$ cat src/rtl/blkpk_pkg.sv
package blkpk_pkg;

    typedef enum logic [2:0] {
        ST_IDLE,
        ST_HDR0,
        ST_HDR1,
        ST_FILL,
        ST_TRL,
        ST_PAD
    } fill_st_e;

    typedef enum logic [2:0] {
        SC_NULL   = 3'd0,
        SC_FIRST  = 3'd1,
        SC_LAST   = 3'd2,
        SC_BOTH   = 3'd3,
        SC_MIDDLE = 3'd4
    } sc_kind_e;

    localparam int LINK_ID_W = 11;
    localparam int SEQ_W     = 5;
    localparam int LEN_W     = 9;

    function automatic sc_kind_e cont_kind(logic first);
        return first ? SC_FIRST : SC_MIDDLE;
    endfunction

    function automatic sc_kind_e end_kind(logic first);
        return first ? SC_BOTH : SC_LAST;
    endfunction

    function automatic logic [15:0] make_trailer(sc_kind_e k, logic xerr, logic trunc,
                                                 logic [LEN_W-1:0] len);
        return {k, xerr, trunc, 2'b00, len};
    endfunction

endpackage

$ cat src/rtl/blkpk_timeout.sv
module blkpk_timeout #(
    parameter int TMO_W = 16
) (
    input  logic             clk,
    input  logic             rst_n,
    input  logic             clr,
    input  logic             idle,
    input  logic [TMO_W-1:0] limit,
    output logic             expired
);

    logic [TMO_W-1:0] cnt_d, cnt_q;

    always_comb begin
        cnt_d = cnt_q;
        if (clr) begin
            cnt_d = '0;
        end else if (idle && (cnt_q < limit)) begin
            cnt_d = cnt_q + 1'b1;
        end
    end

    always_ff @(posedge clk) begin
        if (!rst_n) cnt_q <= '0;
        else        cnt_q <= cnt_d;
    end

    assign expired = (limit != '0) && (cnt_q >= limit);


    tmo_restart_chk: assert property (@(posedge clk) disable iff (!rst_n)
        clr |=> !expired);

endmodule

$ cat src/rtl/blkpk_pair.sv
module blkpk_pair #(
    parameter int WORDS = 256
) (
    input  logic        clk,
    input  logic        rst_n,
    input  logic        hw_valid,
    input  logic [15:0] hw_data,
    input  logic        hw_odd,
    input  logic        hw_end,
    output logic        hw_ready,
    output logic        o_valid,
    output logic [31:0] o_data,
    output logic        o_last,
    input  logic        o_ready
);

    localparam int WC_W = (WORDS > 1) ? $clog2(WORDS) : 1;

    typedef struct packed {
        logic [15:0] lo;
        logic        ov;
        logic [31:0] od;
        logic        ol;
    } pair_s;

    pair_s d, q;

    always_comb begin
        d = q;
        if (q.ov && o_ready) d.ov = 1'b0;
        hw_ready = !hw_odd || !q.ov || o_ready;
        if (hw_valid && hw_ready) begin
            if (!hw_odd) begin
                d.lo = hw_data;
            end else begin
                d.ov = 1'b1;
                d.od = {hw_data, q.lo};
                d.ol = hw_end;
            end
        end
    end

    always_ff @(posedge clk) begin
        if (!rst_n) q <= '0;
        else        q <= d;
    end

    assign o_valid = q.ov;
    assign o_data  = q.od;
    assign o_last  = q.ol;

    // checker state: output words handed over within the current block
    logic [WC_W-1:0] wcnt_q;
    always_ff @(posedge clk) begin
        if (!rst_n) begin
            wcnt_q <= '0;
        end else if (o_valid && o_ready) begin
            wcnt_q <= (wcnt_q == WC_W'(WORDS-1)) ? '0 : wcnt_q + 1'b1;
        end
    end


    stall_hold_chk: assert property (@(posedge clk) disable iff (!rst_n)
        (o_valid && !o_ready) |=> (o_valid && $stable(o_data) && $stable(o_last)));


    last_align_chk: assert property (@(posedge clk) disable iff (!rst_n)
        o_valid |-> (o_last == (wcnt_q == WC_W'(WORDS-1))));

endmodule

$ cat src/rtl/blkpk_fill.sv
module blkpk_fill
    import blkpk_pkg::*;
#(
    parameter int          SLOTS = 512,
    parameter logic [15:0] SOB   = 16'hABCD
) (
    input  logic                 clk,
    input  logic                 rst_n,
    input  logic [LINK_ID_W-1:0] link_id,
    input  logic                 i_valid,
    output logic                 i_ready,
    input  logic [15:0]          i_data,
    input  logic                 i_sop,
    input  logic                 i_eop,
    input  logic                 i_err,
    input  logic                 tmo_expired,
    output logic                 tmo_clr,
    output logic                 hw_valid,
    output logic [15:0]          hw_data,
    output logic                 hw_odd,
    output logic                 hw_end,
    input  logic                 hw_ready
);

    localparam int SLOT_W = $clog2(SLOTS);

    typedef struct packed {
        fill_st_e          st;
        logic [SLOT_W-1:0] slot;
        logic [SEQ_W-1:0]  seq;
        logic              in_pkt;
        logic              first;
        logic [LEN_W-1:0]  len;
        logic              err;
    } fill_s;

    fill_s d, q;
    logic  rem1;
    logic  accept;
    logic  hw_is_trl;
    logic  newp;

    assign rem1 = (q.slot == SLOT_W'(SLOTS-1));

    always_comb begin
        d         = q;
        hw_valid  = 1'b0;
        hw_data   = '0;
        hw_is_trl = 1'b0;
        i_ready   = 1'b0;
        accept    = 1'b0;
        newp      = !q.in_pkt || i_sop;
        case (q.st)
            ST_IDLE: begin
                if (i_valid) d.st = ST_HDR0;
            end
            ST_HDR0: begin
                hw_valid = 1'b1;
                hw_data  = SOB;
                if (hw_ready) d.st = ST_HDR1;
            end
            ST_HDR1: begin
                hw_valid = 1'b1;
                hw_data  = {link_id, q.seq};
                if (hw_ready) begin
                    d.st  = ST_FILL;
                    d.seq = q.seq + 1'b1;
                end
            end
            ST_FILL: begin
                if (rem1) begin
                    hw_valid  = 1'b1;
                    hw_is_trl = 1'b1;
                    hw_data   = q.in_pkt ? make_trailer(cont_kind(q.first), 1'b0, 1'b0, q.len)
                                         : make_trailer(SC_NULL, 1'b0, 1'b0, '0);
                    if (hw_ready) begin
                        d.first = 1'b0;
                        d.len   = '0;
                        d.st    = ST_IDLE;
                    end
                end else if (i_valid && i_sop && q.in_pkt) begin
                    hw_valid  = 1'b1;
                    hw_is_trl = 1'b1;
                    hw_data   = make_trailer(end_kind(q.first), 1'b0, 1'b1, q.len);
                    if (hw_ready) begin
                        d.in_pkt = 1'b0;
                        d.len    = '0;
                    end
                end else if (i_valid) begin
                    hw_valid = 1'b1;
                    hw_data  = i_data;
                    i_ready  = hw_ready;
                    if (hw_ready) begin
                        accept   = 1'b1;
                        d.in_pkt = 1'b1;
                        d.first  = newp ? 1'b1 : q.first;
                        d.len    = newp ? LEN_W'(1) : q.len + 1'b1;
                        if (i_eop) begin
                            d.st  = ST_TRL;
                            d.err = i_err;
                        end
                    end
                end else if (tmo_expired) begin
                    if (q.in_pkt && (q.len != '0)) begin
                        hw_valid  = 1'b1;
                        hw_is_trl = 1'b1;
                        hw_data   = make_trailer(cont_kind(q.first), 1'b0, 1'b0, q.len);
                        if (hw_ready) begin
                            d.first = 1'b0;
                            d.len   = '0;
                            d.st    = ST_PAD;
                        end
                    end else begin
                        d.len = '0;
                        d.st  = ST_PAD;
                    end
                end
            end
            ST_TRL: begin
                hw_valid  = 1'b1;
                hw_is_trl = 1'b1;
                hw_data   = make_trailer(end_kind(q.first), q.err, 1'b0, q.len);
                if (hw_ready) begin
                    d.in_pkt = 1'b0;
                    d.len    = '0;
                    d.err    = 1'b0;
                    d.st     = rem1 ? ST_IDLE : ST_FILL;
                end
            end
            ST_PAD: begin
                hw_valid = 1'b1;
                if (rem1) begin
                    hw_is_trl = 1'b1;
                    hw_data   = make_trailer(SC_NULL, 1'b0, 1'b0, q.len);
                    if (hw_ready) begin
                        d.len = '0;
                        d.st  = ST_IDLE;
                    end
                end else begin
                    hw_data = '0;
                    if (hw_ready) d.len = q.len + 1'b1;
                end
            end
            default: d.st = ST_IDLE;
        endcase
        if (hw_valid && hw_ready) begin
            d.slot = rem1 ? '0 : q.slot + 1'b1;
        end
    end

    always_ff @(posedge clk) begin
        if (!rst_n) begin
            q    <= '0;
            q.st <= ST_IDLE;
        end else begin
            q <= d;
        end
    end

    assign hw_odd  = q.slot[0];
    assign hw_end  = rem1;
    assign tmo_clr = (q.st != ST_FILL) || accept;


    trl_len_chk: assert property (@(posedge clk) disable iff (!rst_n)
        (hw_valid && hw_is_trl) |-> (hw_data[LEN_W-1:0] <= LEN_W'(SLOTS-3)));


    trl_at_end_chk: assert property (@(posedge clk) disable iff (!rst_n)
        (hw_valid && hw_end) |-> hw_is_trl);

endmodule

$ cat src/rtl/link_block_packer.sv
module link_block_packer
    import blkpk_pkg::*;
#(
    parameter int          BLOCK_BYTES = 1024,
    parameter int          TMO_W       = 16,
    parameter logic [15:0] SOB         = 16'hABCD
) (
    input  logic                 clk,
    input  logic                 rst_n,
    input  logic [LINK_ID_W-1:0] i_link_id,
    input  logic [TMO_W-1:0]     i_tmo_limit,
    input  logic                 s_valid,
    output logic                 s_ready,
    input  logic [15:0]          s_data,
    input  logic                 s_sop,
    input  logic                 s_eop,
    input  logic                 s_err,
    output logic                 m_valid,
    input  logic                 m_ready,
    output logic [31:0]          m_data,
    output logic                 m_last
);

    localparam int SLOTS = BLOCK_BYTES / 2;
    localparam int WORDS = BLOCK_BYTES / 4;

    initial begin
        blk_size_chk: assert (BLOCK_BYTES % 4 == 0 && BLOCK_BYTES >= 16 && SLOTS - 3 < 512);
    end

    logic        hw_valid, hw_ready, hw_odd, hw_end;
    logic [15:0] hw_data;
    logic        tmo_clr, tmo_expired;

    blkpk_timeout #(.TMO_W(TMO_W)) i_tmo (
        .clk     (clk),
        .rst_n   (rst_n),
        .clr     (tmo_clr),
        .idle    (!s_valid),
        .limit   (i_tmo_limit),
        .expired (tmo_expired)
    );

    blkpk_fill #(.SLOTS(SLOTS), .SOB(SOB)) i_fill (
        .clk         (clk),
        .rst_n       (rst_n),
        .link_id     (i_link_id),
        .i_valid     (s_valid),
        .i_ready     (s_ready),
        .i_data      (s_data),
        .i_sop       (s_sop),
        .i_eop       (s_eop),
        .i_err       (s_err),
        .tmo_expired (tmo_expired),
        .tmo_clr     (tmo_clr),
        .hw_valid    (hw_valid),
        .hw_data     (hw_data),
        .hw_odd      (hw_odd),
        .hw_end      (hw_end),
        .hw_ready    (hw_ready)
    );

    blkpk_pair #(.WORDS(WORDS)) i_pair (
        .clk      (clk),
        .rst_n    (rst_n),
        .hw_valid (hw_valid),
        .hw_data  (hw_data),
        .hw_odd   (hw_odd),
        .hw_end   (hw_end),
        .hw_ready (hw_ready),
        .o_valid  (m_valid),
        .o_data   (m_data),
        .o_last   (m_last),
        .o_ready  (m_ready)
    );

endmodule

$ cat config.mk
export PLATFORM = sky130hd
export DESIGN_NAME = link_block_packer
export DESIGN_NICKNAME = d
export VERILOG_FILES = /design/src/rtl/blkpk_pkg.sv /design/src/rtl/blkpk_timeout.sv /design/src/rtl/blkpk_pair.sv /design/src/rtl/blkpk_fill.sv /design/src/rtl/link_block_packer.sv
export SDC_FILE = /design/constraint.sdc
export NUM_CORES = 1
export LEC_CHECK = 0
export ABC_AREA = 1
export ABC_CLOCK_PERIOD_IN_PS = 4400
export BUFFER_PORTS_ARGS = -buffer_cell sky130_fd_sc_hd__clkbuf_2
export CAP_MARGIN = 20
export CORE_UTILIZATION = 60
export CTS_CLUSTER_SIZE = 40
export DETAILED_ROUTE_END_ITERATION = 10
export GPL_ROUTABILITY_DRIVEN = 0
export HOLD_SLACK_MARGIN = 0.08
export PLACE_DENSITY = 0.85
export SLEW_MARGIN = 20
export SYNTH_ARGS = -nofsm -noshare
export SYNTH_HDL_FRONTEND = slang
export SYNTH_SLANG_ARGS = --single-unit
$ cat constraint.sdc
create_clock -name clk -period 4.4 [get_ports clk]
set_input_delay 1.32 -clock clk [delete_from_list [all_inputs] [get_ports clk]]
set_output_delay 1.32 -clock clk [all_outputs]
set_load 0.05 [all_outputs]
### After elaboration in Yosys (flattened, before gate mapping)

Cells that the tools add are included.

| word-level totals | value |
|---|---|
| output and inout port bits | 35 |
| register bits after elaboration | 95 |

| operators by class | value |
|---|---|
| reduce and logical (&&, ||, !) cells | 32 |
| equality and inequality tests | 30 |
| bitwise operators | 2 |
| order comparisons | 2 |
| $add $sub $neg | 4 |
| muxes and demuxes | 71 |

Operators with widths:

| kind | number |
|---|---|
| $mux 16 | 6 |
| $pmux 16 s5 | 1 |
| $mux 9 | 8 |
| $mux 34 | 2 |
| $mux 10 | 5 |
| $mux 3 | 15 |
| $mux 1 | 27 |
| $pmux 9 s3 | 1 |
| $add 9x1->9 const B | 2 |
| $pmux 3 s6 | 1 |
| $add 16x1->16 const B | 1 |
| $ge 16x16->1 | 1 |
| $lt 16x16->1 | 1 |
| $reduce_bool 16->1 | 1 |
| $mux 12 | 1 |
| $ne 2x1->1 const B | 6 |
| $ne 3x1->1 const B | 4 |
| $ne 4x2->1 const B | 3 |
| $ne 2x2->1 const B | 5 |
| $ne 5x2->1 const B | 2 |
| $reduce_and 10->1 | 1 |
| $eq 9x9->1 const B | 1 |
| $ne 3x2->1 const B | 3 |
| $reduce_bool 3->1 | 3 |
| other kinds (21) | 40 |

### Depth between registers and ports, before layout

Gate-level depths: netlist of the first run.

| depth | value |
|---|---|
| depth after elaboration | 10 |
| gate-level depth with buffers | 20 |
| depth with buffers taken out | 19 |

### Modules after synthesis

A second synthesis of the first run with hierarchy kept.

| second synthesis, totals | value |
|---|---|
| cells, all modules | 1,137 |
| area, all modules | 7,060.5 um^2 |

By module, submodules not included:

| module | times used | cells each | area each (um^2) |
|---|---|---|---|
| blkpk_fill | 1 | 504 | 2,894.0 |
| blkpk_pair | 1 | 377 | 2,582.5 |
| blkpk_timeout | 1 | 255 | 1,580.3 |
| link_block_packer | 1 | 1 | 3.8 |

### Worst setup path after synthesis of the first run

Ideal clock, no wire load.

| timing | value |
|---|---|
| path kind | input to output |
| from | input s_valid |
| to | output s_ready |
| slack | 0.488 ns |
| arrival time | 2.592 ns |
| stages on the path | 6 |
| buffers on the path | 1 |
| cells stage by stage | buf_2 nand3_2 nand2_1 nor2_1 inv_1 nor2_1 |

| on the way | value |
|---|---|
| longest elaborated chain between the ends | 5 |

Ends and longest elaborated chain:

| item | line | text |
|---|---|---|
| from (decl) | link_block_packer.sv:12 | `input logic s_valid,` |
| $logic_and 1x1->1 (2 in series) | blkpk_fill.sv:81 | `end else if (i_valid && i_sop && q.in_pkt) begin` |
| $mux 1 (*) | blkpk_fill.sv:81 |  |
| $mux 1 (*) | blkpk_fill.sv:71 | `if (rem1) begin` |
| $mux 1 (*) | blkpk_fill.sv:53 | `case (q.st)` |
| to (decl) | link_block_packer.sv:13 | `output logic s_ready,` |

Every way passes the cells marked *; elsewhere a longest branch is shown, timed or not.

### Worst setup path in the final report of the first run

| timing | value |
|---|---|
| from | input m_ready |
| to | output s_ready |

| on the way | value |
|---|---|
| longest elaborated chain between the ends | 5 |

Ends and longest elaborated chain:

| item | line | text |
|---|---|---|
| from (decl) | link_block_packer.sv:19 | `input logic m_ready,` |
| $logic_or 1x1->1 | blkpk_pair.sv:31 | `hw_ready = !hw_odd \|\| !q.ov \|\| o_ready;` |
| $mux 1 | blkpk_fill.sv:89 | `end else if (i_valid) begin` |
| $mux 1 | blkpk_fill.sv:81 |  |
| $mux 1 | blkpk_fill.sv:71 |  |
| $mux 1 | blkpk_fill.sv:53 |  |

No other way between the ends.

==> metrics.txt, run 1 <==
RSZ-0062 raised after global routing false; Worst Setup Path Type in -> out; wirelength, routed 14.4 mm; input/output buffers 84; pwr dens 447 mW/mm^2; final setup vio count 0; Synth-to-Final Area Change 7.25%; largest cells by area after synthesis dfxtp_1 (32%), nand2_1 (14%), a21oi_1 (6.7%), inv_1 (5.9%), ha_1 (5.0%); IO Pins 85; Multi-input gate area 0.00324 mm^2; clock latency on the worst-skew pair 0.38 ns; ANT nets after route 0; leakage power 2.79 nW; layout cell share with drive strength beyond 1 18.2%; reg2reg start i_fill.hw_odd; number of synthesized register bits 95; total number of vias 5852; Final Worst Setup Slack 0.525 ns; Synth Warn # 0; Synth top area share 31.9%; CTS hold repair buffers 0; CTS resizes 0; CP peak stage delay 0.30 ns; Remaining DRCs 0; first-pass GRT wire length 24.0 mm; WL per Instance 13.5 um; Fin. Hold Viols 0; CP Data Arrival Time 2.56 ns; CTS tree built; end of the worst hold path i_pair.o_data[9]; Hold Crit Class reg -> reg; Setup Skew 0.0133 ns; Max Buffers Root-to-Sink 2; Mean Syn Cell Area 6.72 um^2; critical path's slowest cell clkbuf_2; die height 102 um; Die Wd 102 um; Total GRT Usage 29.4%; outcome finished clean; gr ovfl total 0; Placement Rows 35; VDD IR-drop max 0.000343 V; Worst Max-Slew Pin Slew 0.663 ns; Worst-path clk slew 0.10 ns; number of flops mapped to enable cells by yosys 0; largest area contributor in the netlist dfxtp_1; reg2reg end i_pair.o_data[27]; Final period util 88.1%; number of setup buffers added after CTS 0; Place WS 0.532 ns; Most used DFF post-synth dfxtp_1; CP Cell Sequence clkbuf_2, nor2_1, inv_1, nor2_4, inv_2, nand2_1, nor2_1, inv_1, nor2_1, clkbuf_2; DRT iter0 DRCs 537; nets@finish 1001; register area share after synthesis 31.9%; Final HPWL DP 10.8 mm; post-synthesis cell count 886; number of global-route vias before repair 5249; Yosys cell types 43; largest net degree at the start of global routing 34; Max-Cap Viols 0; ys async rst share 0%; Reg area 0.00190 mm^2; Worst path most repeated cell nor2_1; startpoint types input port; starting density of the core 63.2%; setup TNS 0 ns; FF-to-FF path depth 17; worst relative slew slack 55.5%; commonest cells in the netlist nand2_1 (224), dfxtp_1 (95), inv_1 (93), a21oi_1 (80), nor2_1 (76); Hold Startpoint i_pair.q[43]; fin. max-slew vios 0; CP required 3.08 ns; root buffer cell clkbuf_8; Fmax 258 MHz; clock sink count 95; hold path cells 2; CP Capture Type primary output; total core area 0.00942 mm^2; vias per cell 5.52; Syn Nets 960; antenna violations before repair 0; Antenna diodes 0; total die area 0.0103 mm^2; crit path max fanout 16; most frequent cell after synthesis nand2_1; H-tree depth 3; reg2reg setup slack 1.08 ns; Layout fillers 854; post-layout min period 3.88 ns; Mapped Area 0.00595 mm^2; Pre-antenna DRT Iters 8; CTS Buf Count 9
-- final cells by class --
class	instances	share of cell area, %
Tap cell	129	2.53
Multi-Input combinational cell	622	50.7
Timing Repair Buffer	88	7.05
Clock buffer	9	1.94
Sequential cell	95	29.8
Clock inverter	7	1.39
Inverter	111	6.60
-- sequential cells by signal (all words and copies together), names as in the netlist --
register	flops
i_pair.o_data	32
i_fill.q	28
i_pair.q	16
i_tmo.cnt_q	16
i_fill.hw_odd	1
i_pair.o_last	1
i_pair.o_valid	1
-- routing by layer --
metal	wire length [um]	GRT usage (%)
met1	6570	40.0
met5	0	0
met4	267	9.92
met2	6460	47.8
met3	1060	3.93
-- power by group --
| group | switching, mW | internal [mW] | total, mW |
|---|---|---|---|
| registers | 0.104 | 1.00 | 1.10 |
| clock network | 0.354 | 0.276 | 0.630 |
| logic | 0.808 | 0.311 | 1.12 |
| total | 1.27 | 1.59 | 2.85 |
-- how the worst max path moves through the flow --
| stage | startpoint | endpoint | cells past startpoint |
|---|---|---|---|
| floorplan | s_valid | s_ready | 6 |
| global placement | m_ready | s_ready | 10 |
| detailed placement | m_ready | s_ready | 10 |
| CTS | m_ready | s_ready | 10 |
| global route | i_fill.hw_odd | s_ready | 12 |
| finish | m_ready | s_ready | 10 |
-- per-stage QoR --
stage	utilization, %	cells	cell area (um^2)	hold slack, ns	power, mW
final	67.8	1061	6390	0.455	2.85
after global routing	67.8	1061	6390	0.477	3.04
after CTS	67.8	1061	6390	0.454	2.84
after detailed placement	65.6	1045	6170	0.434	2.22
after global placement	65.6	1045	6170	0.425	2.20
after floorplan	-	886	5950	0.419	2.03
-- cell families after synthesis --
kind of cell	Yosys count	share of synthesized area, %
XOR/XNOR	9	1.32
AO/OA/AOI/OAI	198	19.3
adder cells (fa/ha/maj)	24	5.04
flip-flops	95	31.9
AND/OR/NAND/NOR	391	28.7
buffers and inverters	169	13.7
-- layout by cell type (no fill, tap or decap), drive strengths merged --
cell type,instances
inv,112
o2111ai,1
nand2,233
buf,4
nand3,41
xor2,9
bufinv,1
nor4,6
clkinv,5
o211ai,3
a221oi,1
o22ai,1
o2111a,1
nand4,12
ha,24
a21boi,1
or2,1
o21a,3
a21oi,82
clkbuf,93
a31oi,9
dfxtp,95
nor2,84
nor3,14
a211oi,10
o21ai,86
-- critical path, delay by kind of cell --
kind | cells | cell delay, ns
buffers and inverters | 5 | 0.77
and+or+nand+nor | 5 | 0.44
Note: power is estimated with default switching activity, not from simulation.
==> inputs of run 2 (changes only) <==
--- a/config.mk
+++ b/config.mk
@@ -5,16 +5,17 @@
 export SDC_FILE = /design/constraint.sdc
 export NUM_CORES = 1
 export LEC_CHECK = 0
-export ABC_AREA = 1
+export ABC_AREA = 0
 export ABC_CLOCK_PERIOD_IN_PS = 4400
 export BUFFER_PORTS_ARGS = -buffer_cell sky130_fd_sc_hd__clkbuf_2
 export CAP_MARGIN = 20
-export CORE_UTILIZATION = 60
+export CORE_UTILIZATION = 62
 export CTS_CLUSTER_SIZE = 40
 export DETAILED_ROUTE_END_ITERATION = 10
 export GPL_ROUTABILITY_DRIVEN = 0
 export HOLD_SLACK_MARGIN = 0.08
-export PLACE_DENSITY = 0.85
+export MAX_ROUTING_LAYER = met4
+export PLACE_DENSITY = 0.88
 export SLEW_MARGIN = 20
 export SYNTH_ARGS = -nofsm -noshare
 export SYNTH_HDL_FRONTEND = slang
==> metrics.txt, run 2 <==
outcome finished clean; Remaining DRCs 0; Fmax 269 MHz; CTS hold repair buffers 0; clock sink count 95; IO Pins 85; CP peak stage delay 0.31 ns; Seq pwr share 43.6%; logic gate share of total power 33.4%; Mean Syn Cell Area 8.09 um^2; Worst Setup Path Type reg -> out; fin. max-slew vios 0; Hold Crit Class reg -> reg; clock latency on the worst-skew pair 0.38 ns; Die Wd 98.2 um; Max Buffers Root-to-Sink 2; RSZ-0062 raised after global routing false; register area share after synthesis 33.2%; startpoint types register; Syn Nets 783; root buffer cell clkbuf_8; Total GRT Usage 33.9%; number of flops mapped to enable cells by yosys 0; WL per Instance 18.8 um; post-layout min period 3.72 ns; CP Capture Type primary output; CTS tree built; Final HPWL DP 11.4 mm; number of flip-flops under the largest register name 32; utilization after layout 68.8%; most frequent cell after synthesis dfxtp_1; Clk pwr share 23.0%; CP required 3.08 ns; Synth top area share 33.2%; number of global-route vias before repair 5308; first-pass GRT wire length 25.8 mm; input/output buffers 84; pwr dens 395 mW/mm^2; worst relative slew slack 26.7%; vias per cell 6.82; VDD IR-drop max 0.000252 V; Fin. Hold Viols 0; setup TNS 0 ns; CTS Buf Count 9; leakage power 2.37 nW; Yosys cell types 67; critical path's top delay family simple AND/OR/NAND/NOR gates; Place WS 0.424 ns; Placement Rows 34; max layer used met4; critical path's slowest cell dfxtp_1; largest cells by area after synthesis dfxtp_1 (33%), a21oi_1 (5.2%), ha_1 (5.2%), buf_4 (4.5%), o21ai_0 (3.9%); total die area 0.00964 mm^2; nets@finish 806; final setup vio count 0; CP Buf/Inv Count 3; WL met2 7.37 mm; Worst-path clk slew 0.10 ns; crit path max fanout 13; starting density of the core 64.8%; Max-Cap Viols 0; DRT iter0 DRCs 729; CP Cell Sequence buf_4, ha_1, nand3_1, nor2_1, ha_1, a31oi_1, buf_4, and2_1, and3_1, buf_12; CP Data Arrival Time 2.40 ns; WL met1 6.50 mm; Sw Share 41.0%; number of synthesized register bits 95; total core area 0.00885 mm^2; sw power 0.987 mW; Mapped Area 0.00574 mm^2; antenna violations before repair 0; Antenna diodes 0; gr ovfl total 0; CTS resizes 0; largest net degree at the start of global routing 36; largest area contributor in the netlist dfxtp_1; Setup Skew 0.0154 ns; post-synthesis cell count 709; Final period util 84.5%; Pint 1.42 mW; routed length on met3 1.45 mm; Worst Max-Slew Pin Slew 1.09 ns; Synth-to-Final Area Change 6.11%; Synth Warn # 0; commonest cells in the netlist dfxtp_1 (95), a21oi_1 (60), nand2_1 (56), nor2_1 (49), o21ai_0 (45); die height 98.2 um; Power Total 2.41 mW; Layout fillers 730; Pre-antenna DRT Iters 8; layout cell share with drive strength beyond 1 16.6%; Final Worst Setup Slack 0.683 ns; most common cell after layout, fill and taps aside dfxtp_1; total number of vias 5763; most frequent cells in the layout dfxtp_1 (95), clkbuf_2 (83), a21oi_1 (60), nand2_1 (56), nor2_1 (49); number of setup buffers added after CTS 0; ANT nets after route 0; wirelength, routed 15.9 mm; ys async rst share 0%; Most used DFF post-synth dfxtp_1; H-tree depth 3
run 2: cell count changes after synthesis, sizes merged, moves of 20 or more:
cell / delta
o21ai: -39
nand2: -177
clkbuf: +30
inv: -83
a21oi: -20
a22o: +22
nor2: -35
run 2: metal layers:
layer,GRT usage [%],vias to the layer above
met5,-,-
met4,14.7,0
met3,5.30,62
met2,54.2,359
met1,42.6,2697
li1,-,2645
run 2: cells by family after synthesis:
group	share of synthesized area, %
AOI/OAI and AO/OA	28.4
and+or+nand+nor	19.1
buffers and inverters	10.3
DFF	33.2
adders and majority gates	5.24
xor gates and xnor gates	2.44
muxes	1.42
run 2: path summary, 6_finish.rpt:
| check | end | cells after the start | slack [ns] | startpoint |
|---|---|---|---|---|
| max | s_ready | 10 | 0.68 | i_fill.hw_odd |
| min | i_pair.q[39] | 2 | 0.48 | i_pair.q[39] |
| max reg2reg | i_fill.q[4] | 13 | 0.98 | i_fill.hw_odd |
| min reg2reg | i_pair.q[39] | 2 | 0.48 | i_pair.q[39] |
run 2: through the flow:
step | hold WS (ns) | instances | instance area (um^2)
2_1_floorplan | 0.434 | 709 | 5740
3_3_place_gp | 0.449 | 829 | 5910
3_5_place_dp | 0.454 | 829 | 5910
4_1_cts | 0.474 | 845 | 6090
5_1_grt | 0.495 | 845 | 6090
6_report | 0.476 | 845 | 6090
run 2: final cells by class:
| type | instances | area (um^2) | area share (%) |
|---|---|---|---|
| inverters | 27 | 101 | 1.67 |
| repair buffers | 96 | 526 | 8.63 |
| multi-input cells | 503 | 3240 | 53.3 |
| flip-flops and latches | 95 | 1900 | 31.2 |
| clock buffers | 10 | 128 | 2.10 |
| well taps | 108 | 135 | 2.22 |
| clock inverters | 6 | 50.0 | 0.822 |
run 2: power groups by stage:
stage | combinational (mW) | clock, mW | sequential [mW]
2_1_floorplan | 0.672 | 0 | 1.00
3_3_place_gp | 0.742 | 0 | 1.06
3_5_place_dp | 0.775 | 0 | 1.06
4_1_cts | 0.781 | 0.550 | 1.04
5_1_grt | 0.868 | 0.586 | 1.06
6_report | 0.803 | 0.554 | 1.05
run 2: worst min-delay path: cells and delay by family, from the launching register on:
kind | cells | cell delay, ns
compound gates | 1 | 0.06
flops | 1 | 0.33
simple gates | 1 | 0.05
